File: config.mk
export PLATFORM = sky130hd
export DESIGN_NAME = sdr_burst_engine
export DESIGN_NICKNAME = d
export VERILOG_FILES = /design/src/rtl/sdr_burst_pkg.sv /design/src/rtl/sdr_burst_seq.sv /design/src/rtl/sdr_row_store.sv /design/src/rtl/sdr_read_pipe.sv /design/src/rtl/sdr_burst_engine.sv
export SDC_FILE = /design/constraint.sdc
export NUM_CORES = 2
export LEC_CHECK = 0
export CORE_MARGIN = 5
export CORE_UTILIZATION = 60
export DETAILED_ROUTE_END_ITERATION = 16
export GPL_TIMING_DRIVEN = 0
export PLACE_DENSITY = 0.84
export SLEW_MARGIN = 20
export SYNTH_ARGS = -nofsm -noshare
export SYNTH_HDL_FRONTEND = slang
export SYNTH_SLANG_ARGS = --single-unit
export TNS_END_PERCENT = 10
File: constraint.sdc
create_clock -name clk -period 4.45 [get_ports clk]
set_input_delay 0.445 -clock clk [delete_from_list [all_inputs] [get_ports clk]]
set_output_delay 0.445 -clock clk [all_outputs]
set_load 0.05 [all_outputs]
File: src/rtl/sdr_burst_pkg.sv
`timescale 1ns/1ps
package sdr_burst_pkg;

    typedef enum logic [1:0] {
        CMD_NOP = 2'd0,
        CMD_RD  = 2'd1,
        CMD_WR  = 2'd2,
        CMD_PRE = 2'd3
    } burst_cmd_e;

    // Beat counter covers lengths up to 8.
    localparam int CNT_W = 3;

    typedef logic [CNT_W:0] beat_cnt_t;

    // Length code to beat count: 1, 2, 4, 8.
    function automatic beat_cnt_t len_of_code(input logic [1:0] code);
        return beat_cnt_t'(1) << code;
    endfunction

endpackage

File: src/rtl/sdr_burst_seq.sv
`timescale 1ns/1ps
module sdr_burst_seq
    import sdr_burst_pkg::*;
#(
    parameter int COL_W = 6
) (
    input  logic             clk,
    input  logic             rst_n,
    input  logic [1:0]       cmd_i,
    input  logic [COL_W-1:0] col_i,
    input  logic [1:0]       bl_code_i,
    input  logic             intlv_i,
    output logic             beat_vld_o,
    output logic             beat_rd_o,
    output logic [COL_W-1:0] beat_col_o
);

    typedef struct packed {
        logic             act;
        logic             rd;
        logic             il;
        logic [COL_W-1:0] start;
        beat_cnt_t        cnt;
        beat_cnt_t        len;
    } seq_s;

    seq_s       st_d, st_q;
    burst_cmd_e cmd;

    assign cmd = burst_cmd_e'(cmd_i);

    // Column of beat k in a burst of n beats from column s.
    function automatic logic [COL_W-1:0] walk_col(
        input logic [COL_W-1:0] s,
        input beat_cnt_t        k,
        input beat_cnt_t        n,
        input logic             il
    );
        logic [COL_W-1:0] low_mask;
        logic [COL_W-1:0] step;
        low_mask = COL_W'(n - 1'b1);
        step     = COL_W'(k);
        if (il) begin
            return s ^ step;
        end
        return (s & ~low_mask) | ((s + step) & low_mask);
    endfunction

    always_comb begin
        st_d       = st_q;
        beat_vld_o = 1'b0;
        beat_rd_o  = 1'b0;
        beat_col_o = col_i;
        unique case (cmd)
            CMD_RD, CMD_WR: begin
                beat_vld_o = 1'b1;
                beat_rd_o  = (cmd == CMD_RD);
                beat_col_o = col_i;
                st_d.len   = len_of_code(bl_code_i);
                st_d.il    = intlv_i;
                st_d.rd    = (cmd == CMD_RD);
                st_d.start = col_i;
                st_d.cnt   = beat_cnt_t'(1);
                st_d.act   = (len_of_code(bl_code_i) != beat_cnt_t'(1));
            end
            CMD_PRE: begin
                st_d.act = 1'b0;
            end
            default: begin
                if (st_q.act) begin
                    beat_vld_o = 1'b1;
                    beat_rd_o  = st_q.rd;
                    beat_col_o = walk_col(st_q.start, st_q.cnt, st_q.len, st_q.il);
                    st_d.cnt   = st_q.cnt + 1'b1;
                    st_d.act   = ((st_q.cnt + 1'b1) != st_q.len);
                end
            end
        endcase
    end

    always_ff @(posedge clk or negedge rst_n) begin
        if (!rst_n) begin
            st_q <= '0;
        end else begin
            st_q <= st_d;
        end
    end

    // an open burst always has beats left to run
    p_cnt_bound_r2: assert property (@(posedge clk) disable iff (!rst_n)
        st_q.act |-> (st_q.cnt != '0) && (st_q.cnt < st_q.len));

    // continuation beats stay inside the aligned block of the start column
    p_same_block_r3: assert property (@(posedge clk) disable iff (!rst_n)
        (st_q.act && cmd == CMD_NOP) |->
            (((beat_col_o ^ st_q.start) & ~COL_W'(st_q.len - 1'b1)) == '0));

    // a write command lands its first beat on its own column
    p_wr_first_r5: assert property (@(posedge clk) disable iff (!rst_n)
        (cmd == CMD_WR) |-> (beat_vld_o && !beat_rd_o && beat_col_o == col_i));

    // after a precharge, an idle cycle carries no beat
    p_pre_halt_r9: assert property (@(posedge clk) disable iff (!rst_n)
        (cmd == CMD_PRE) ##1 (cmd == CMD_NOP) |-> !beat_vld_o);

endmodule

File: src/rtl/sdr_row_store.sv
`timescale 1ns/1ps
module sdr_row_store #(
    parameter int COL_W  = 6,
    parameter int DATA_W = 32
) (
    input  logic                clk,
    input  logic                rst_n,
    input  logic                wr_en_i,
    input  logic [COL_W-1:0]    col_i,
    input  logic [DATA_W-1:0]   wr_data_i,
    input  logic [DATA_W/8-1:0] wr_mask_i,
    output logic [DATA_W-1:0]   rd_data_o
);

    localparam int DEPTH = 1 << COL_W;
    localparam int NB    = DATA_W / 8;

    logic [DATA_W-1:0] mem_d [DEPTH];
    logic [DATA_W-1:0] mem_q [DEPTH];

    always_comb begin
        mem_d = mem_q;
        if (wr_en_i) begin
            for (int b = 0; b < NB; b++) begin
                if (!wr_mask_i[b]) begin
                    mem_d[col_i][8*b +: 8] = wr_data_i[8*b +: 8];
                end
            end
        end
    end

    always_ff @(posedge clk or negedge rst_n) begin
        if (!rst_n) begin
            for (int i = 0; i < DEPTH; i++) begin
                mem_q[i] <= '0;
            end
        end else begin
            mem_q <= mem_d;
        end
    end

    assign rd_data_o = mem_q[col_i];

    for (genvar gb = 0; gb < NB; gb++) begin : g_lane_chk
        // a masked lane keeps its stored byte
        p_mask_hold_r10: assert property (@(posedge clk) disable iff (!rst_n)
            (wr_en_i && wr_mask_i[gb]) |=>
                (mem_q[$past(col_i)][8*gb +: 8] == $past(mem_q[col_i][8*gb +: 8])));

        // an open lane stores the data of the beat cycle
        p_write_land_r5: assert property (@(posedge clk) disable iff (!rst_n)
            (wr_en_i && !wr_mask_i[gb]) |=>
                (mem_q[$past(col_i)][8*gb +: 8] == $past(wr_data_i[8*gb +: 8])));
    end

endmodule

File: src/rtl/sdr_read_pipe.sv
`timescale 1ns/1ps
module sdr_read_pipe #(
    parameter int DATA_W = 32,
    parameter int MAX_CL = 3,
    parameter int CL_W   = $clog2(MAX_CL + 1)
) (
    input  logic                clk,
    input  logic                rst_n,
    input  logic                beat_vld_i,
    input  logic [DATA_W-1:0]   beat_data_i,
    input  logic [CL_W-1:0]     cl_i,
    input  logic [DATA_W/8-1:0] dqm_i,
    output logic [DATA_W-1:0]   rdata_o,
    output logic [DATA_W/8-1:0] oe_o
);

    localparam int NB = DATA_W / 8;

    typedef struct packed {
        logic [MAX_CL-1:0]             vld;
        logic [MAX_CL-1:0][DATA_W-1:0] dat;
        logic [NB-1:0]                 dqm1;
        logic [NB-1:0]                 dqm2;
    } pipe_s;

    pipe_s           st_d, st_q;
    logic [CL_W-1:0] tap;
    logic            hit;
    logic [NB-1:0]   lane_on;

    // Tap of the delay line that matches the latency; 0 acts as 1.
    always_comb begin
        if (cl_i == '0) begin
            tap = '0;
        end else if (cl_i > CL_W'(MAX_CL)) begin
            tap = CL_W'(MAX_CL - 1);
        end else begin
            tap = cl_i - 1'b1;
        end
    end

    always_comb begin
        st_d      = st_q;
        st_d.vld  = {st_q.vld[MAX_CL-2:0], beat_vld_i};
        st_d.dat  = {st_q.dat[MAX_CL-2:0], beat_data_i};
        st_d.dqm1 = dqm_i;
        st_d.dqm2 = st_q.dqm1;
    end

    always_ff @(posedge clk or negedge rst_n) begin
        if (!rst_n) begin
            st_q <= '0;
        end else begin
            st_q <= st_d;
        end
    end

    always_comb begin
        hit = st_q.vld[tap];
        for (int b = 0; b < NB; b++) begin
            lane_on[b]          = hit & ~st_q.dqm2[b];
            rdata_o[8*b +: 8]   = lane_on[b] ? st_q.dat[tap][8*b +: 8] : 8'h00;
        end
        oe_o = lane_on;
    end

    // Edges seen since reset, so the mask check never reaches before it.
    logic [1:0] age_q;
    always_ff @(posedge clk or negedge rst_n) begin
        if (!rst_n) begin
            age_q <= '0;
        end else if (age_q != 2'd2) begin
            age_q <= age_q + 1'b1;
        end
    end

    // a mask sampled two cycles back shuts its read lanes
    p_read_mask_r11: assert property (@(posedge clk) disable iff (!rst_n)
        (age_q == 2'd2) |-> ((oe_o & $past(dqm_i, 2)) == '0));

    // a shut lane drives zero data
    p_shut_zero_r11: assert property (@(posedge clk) disable iff (!rst_n)
        (oe_o == '0) |-> (rdata_o == '0));

endmodule

File: src/rtl/sdr_burst_engine.sv
`timescale 1ns/1ps
module sdr_burst_engine #(
    parameter int COL_W  = 6,
    parameter int DATA_W = 32,
    parameter int MAX_CL = 3,
    parameter int CL_W   = $clog2(MAX_CL + 1)
) (
    input  logic                clk,
    input  logic                rst_n,
    input  logic [1:0]          cmd_i,
    input  logic [COL_W-1:0]    col_i,
    input  logic [1:0]          bl_code_i,
    input  logic [CL_W-1:0]     cl_i,
    input  logic                intlv_i,
    input  logic [DATA_W/8-1:0] dqm_i,
    input  logic [DATA_W-1:0]   wdata_i,
    output logic [DATA_W-1:0]   rdata_o,
    output logic [DATA_W/8-1:0] rd_oe_o
);

    logic              beat_vld;
    logic              beat_rd;
    logic [COL_W-1:0]  beat_col;
    logic [DATA_W-1:0] row_word;

    sdr_burst_seq #(
        .COL_W (COL_W)
    ) u_seq (
        .clk        (clk),
        .rst_n      (rst_n),
        .cmd_i      (cmd_i),
        .col_i      (col_i),
        .bl_code_i  (bl_code_i),
        .intlv_i    (intlv_i),
        .beat_vld_o (beat_vld),
        .beat_rd_o  (beat_rd),
        .beat_col_o (beat_col)
    );

    sdr_row_store #(
        .COL_W  (COL_W),
        .DATA_W (DATA_W)
    ) u_row (
        .clk       (clk),
        .rst_n     (rst_n),
        .wr_en_i   (beat_vld && !beat_rd),
        .col_i     (beat_col),
        .wr_data_i (wdata_i),
        .wr_mask_i (dqm_i),
        .rd_data_o (row_word)
    );

    sdr_read_pipe #(
        .DATA_W (DATA_W),
        .MAX_CL (MAX_CL),
        .CL_W   (CL_W)
    ) u_pipe (
        .clk         (clk),
        .rst_n       (rst_n),
        .beat_vld_i  (beat_vld && beat_rd),
        .beat_data_i (row_word),
        .cl_i        (cl_i),
        .dqm_i       (dqm_i),
        .rdata_o     (rdata_o),
        .oe_o        (rd_oe_o)
    );

endmodule

==> flow_metrics.tcl <==
set metrics [dict create \
    share_comb_of_total_power 0.163 \
    finalPower_mw 51.1 \
    worst_case_headroom_to_the_max_slew_limit 0.129 \
    clock_latency_late_sink_ps 910 \
    rows 149 \
    mostFrequentLayoutCells "sky130_fd_sc_hd__dfrtp_1, sky130_fd_sc_hd__mux2_2, sky130_fd_sc_hd__mux4_2" \
    fill_cells 11000 \
    finalCriticalPeriod_ps 4620 \
    initialDrtViolationCount 9736 \
    area_of_the_die_mm2 0.174 \
    violations "setup timing" \
    yosys_warnings 0 \
    placed_area_mm2 0.103 \
    clock_sink_count 2172 \
    worst-r2r-cell-count 9 \
    ys.flop_type "sky130_fd_sc_hd__dfrtp_1" \
    setup.worst_path.start_class "register" \
    r2r_slack_ps -170 \
    grt_first_pass_wirelength_um 510000 \
    initial_antenna_violation_count 24 \
    post_route_cells_drive_above_1_share 0.452 \
    final_critical_path_setup_slack_ps -165 \
    vias 68200 \
    synth-edff-count 0 \
    synth_sequential_area_ratio 0.548 \
    max_slew.worst_pin.slew_ps 1300 \
    antenna_violating_nets_post_route 0 \
    dieHeight_um 417 \
    finalClockSkew_ps 53.0 \
    clock.fmax_mhz 217 \
    flow.area_growth_from_synthesis_pct 12.6 \
    postSynthRegisterBits 2172 \
    final_stage_net_count 7179 \
    postSynthNetCount 6877 \
    via_count_of_the_first_global_routing_pass 69300 \
    switchingPower_mw 14.5 \
    final_common_cell "sky130_fd_sc_hd__dfrtp_1" \
    globalRouteTotalUtil 0.416 \
    hold_violations 0 \
    syn-mean-instance-area_um2 14.6 \
    route.final.wire_length_um 362000 \
    detail_route.wl_per_cell_um 38.1 \
    min_period_over_period 1.04 \
    critPathRequiredTime_ps 5210 \
    portBuffers 52 \
    stdcell_area_mm2 0.112 \
    cts-root-to-sink-buffers 3 \
    switching_share 0.283 \
    post_synth_num_cell_types 75 \
    worstHoldStart "intlv_i" \
    syn-cell-area_mm2 0.0992 \
    worst_r2r_startpoint "u_seq.st_q[6]$_DFFE_PN0P_" \
    rsz0062_at_grt "yes" \
    worstHoldEndpoint "u_seq.st_q[14]$_DFFE_PN0N_" \
    via_per_inst 7.17 \
    grt_start_max_net_pins 158 \
    power.share.sequential 0.459 \
    report.final.slew_viol_count 0 \
    grt_ovf 0 \
    p_int_mw 36.7 \
    report.final.setup_viol 95 \
    async_flop_share 1.00 \
    drc 0 \
    worst_setup_hold_path_clk_slew_ps 60 \
    p_leak_nw 52.5 \
    gp_routability_congestion 1.02 \
    hold_path_depth 2 \
    start_util 0.603 \
    ctsHtreeMaxLevel 4 \
    crit_path_end_kind "register" \
    clk_root_buffer_cell "sky130_fd_sc_hd__clkbuf_16" \
    post-dp-hpwl_um 255000 \
    worstHoldPathType "in -> reg" \
    timing.rr.end "u_row.mem_q[181]$_DFFE_PN0P_" \
    ir_worst_vdd_v 0.000474 \
    run_status "finished with violations" \
    power_density_mw_per_mm2 458 \
    proportion_of_power_drawn_by_the_clock_network 0.378 \
    drt-pass1-iter-count 7 \
    floorplan.die.width_um 417 \
    io_pins 87 \
    postSynthCellCount 6815 \
    critical_path_arrival_ps 5380 \
    tritoncts_buffer_count 215 \
    coreArea_mm2 0.165 \
    tritoncts "built" \
    worstPathMaxFanout 12 \
    critPathKind "reg -> reg" \
    maxCapViolations 0 \
]
-- cells by family after synthesis --
| group | Yosys count | share of synthesized area |
|---|---|---|
| flip-flops | 2172 | 0.548 |
| buffers and inverters | 540 | 0.0219 |
| AO/OA/AOI/OAI | 526 | 0.0405 |
| XOR/XNOR | 9 | 0.000795 |
| multiplexers | 2536 | 0.334 |
| AND/OR/NAND/NOR | 1021 | 0.0532 |
| adder cells (fa/ha/maj) | 11 | 0.00146 |
-- power groups by stage --
stage               combinational [mW]  clock (mW)  sequential, mW
detailed placement                7.82           0            23.7
finish                            8.34        19.3            23.4
global route                      8.58        20.1            23.6
CTS                               7.99        19.3            23.4
floorplan                         4.80           0            23.2
global placement                  7.31           0            23.8
-- area by class of cell --
class / count / area, µm² / share of cell area
multi-input cells: 4103 / 43300 / 0.387
diodes: 24 / 60.1 / 0.000538
clock buffers: 319 / 6370 / 0.0571
flip-flops and latches: 2172 / 54400 / 0.487
plain buffers: 523 / 2500 / 0.0224
clock inverters: 76 / 1130 / 0.0102
well taps: 2189 / 2740 / 0.0245
repair buffers: 86 / 1230 / 0.0110
inverters: 16 / 60.1 / 0.000538
-- synth_stat cells (31+ instances only) --
cell,count,area (µm²)
sky130_fd_sc_hd__dfrtp_1,2172,54400
sky130_fd_sc_hd__mux2_2,2037,22900
sky130_fd_sc_hd__nand2_1,417,1570
sky130_fd_sc_hd__mux4_2,416,9370
sky130_fd_sc_hd__clkbuf_1,355,1330
sky130_fd_sc_hd__nand3_1,190,951
sky130_fd_sc_hd__nor2_1,82,308
sky130_fd_sc_hd__a21oi_1,81,405
sky130_fd_sc_hd__buf_1,81,304
sky130_fd_sc_hd__buf_2,75,375
sky130_fd_sc_hd__a211oi_1,72,541
sky130_fd_sc_hd__mux2i_1,65,651
sky130_fd_sc_hd__and3_1,62,388
sky130_fd_sc_hd__nor2_2,62,388
sky130_fd_sc_hd__a22o_1,56,490
sky130_fd_sc_hd__o21ai_0,49,245
sky130_fd_sc_hd__nand2_2,44,275
sky130_fd_sc_hd__a221oi_1,38,333
sky130_fd_sc_hd__and2_1,34,213
sky130_fd_sc_hd__a22oi_1,33,248
sky130_fd_sc_hd__nor2_4,31,349
-- registers in the layout, summed over array words and instances (netlist names) --
register,flops
u_pipe.st_d,70
u_pipe.st_q,37
u_row.mem_q,2048
u_seq.st_q,17
-- per-layer routing --
| layer | wire, µm | GRT usage |
|---|---|---|
| met1 | 128000 | 0.525 |
| met2 | 152000 | 0.573 |
| met3 | 50400 | 0.184 |
| met4 | 31500 | 0.292 |
| met5 | 151 | 0.000278 |
-- timing repair --
action,CTS,global route
setup endpoints to repair,1361,521
gates resized for setup,198,98
setup buffers,1,2
hold endpoints to repair,123,0
cloned,0,0
hold buffers,1,0
pin swaps,10,7
-- worst max-delay path, stage by stage, from the launching register on --
cell	delay, ps
sky130_fd_sc_hd__dfrtp_1	460
sky130_fd_sc_hd__ha_1	380
sky130_fd_sc_hd__or2_2	340
sky130_fd_sc_hd__and3_1	240
sky130_fd_sc_hd__o311ai_4	400
sky130_fd_sc_hd__nand2_2	240
sky130_fd_sc_hd__nor2_2	730
sky130_fd_sc_hd__buf_2	610
sky130_fd_sc_hd__nand2_1	590
sky130_fd_sc_hd__mux2_2	460
-- worst max path at each step --
stage                                    from                            end  slack (ps)  cells past startpoint
global route        u_seq.st_q[4]$_DFFE_PN0P_      u_pipe.st_d[66]$_DFF_PN0_         -30                     11
global placement                        rst_n  u_row.mem_q[1165]$_DFFE_PN0P_      -91320                      1
finish              u_seq.st_q[6]$_DFFE_PN0P_   u_row.mem_q[181]$_DFFE_PN0P_        -170                      9
floorplan           u_seq.st_q[4]$_DFFE_PN0P_      u_pipe.st_d[43]$_DFF_PN0_        1230                     12
detailed placement                   cmd_i[0]      u_pipe.st_d[40]$_DFF_PN0_       -1820                     14
CTS                 u_seq.st_q[4]$_DFFE_PN0P_      u_pipe.st_d[47]$_DFF_PN0_        -150                     12
-- through the flow --
step | worst slack [ps] | instances | setup TNS (ps) | utilization | hold slack (ps)
after floorplan | 1230 | 6815 | 0 | - | 149
after global placement | -91320 | 9056 | - | 0.622 | 331
after detailed placement | -1820 | 9084 | -1068040 | 0.627 | 337
after CTS | -151 | 9480 | -151 | 0.676 | 125
after global routing | -34.7 | 9486 | -235 | 0.678 | 162
final | -165 | 9508 | -4210 | 0.679 | 155
Note: power is estimated with default switching activity, not from simulation.
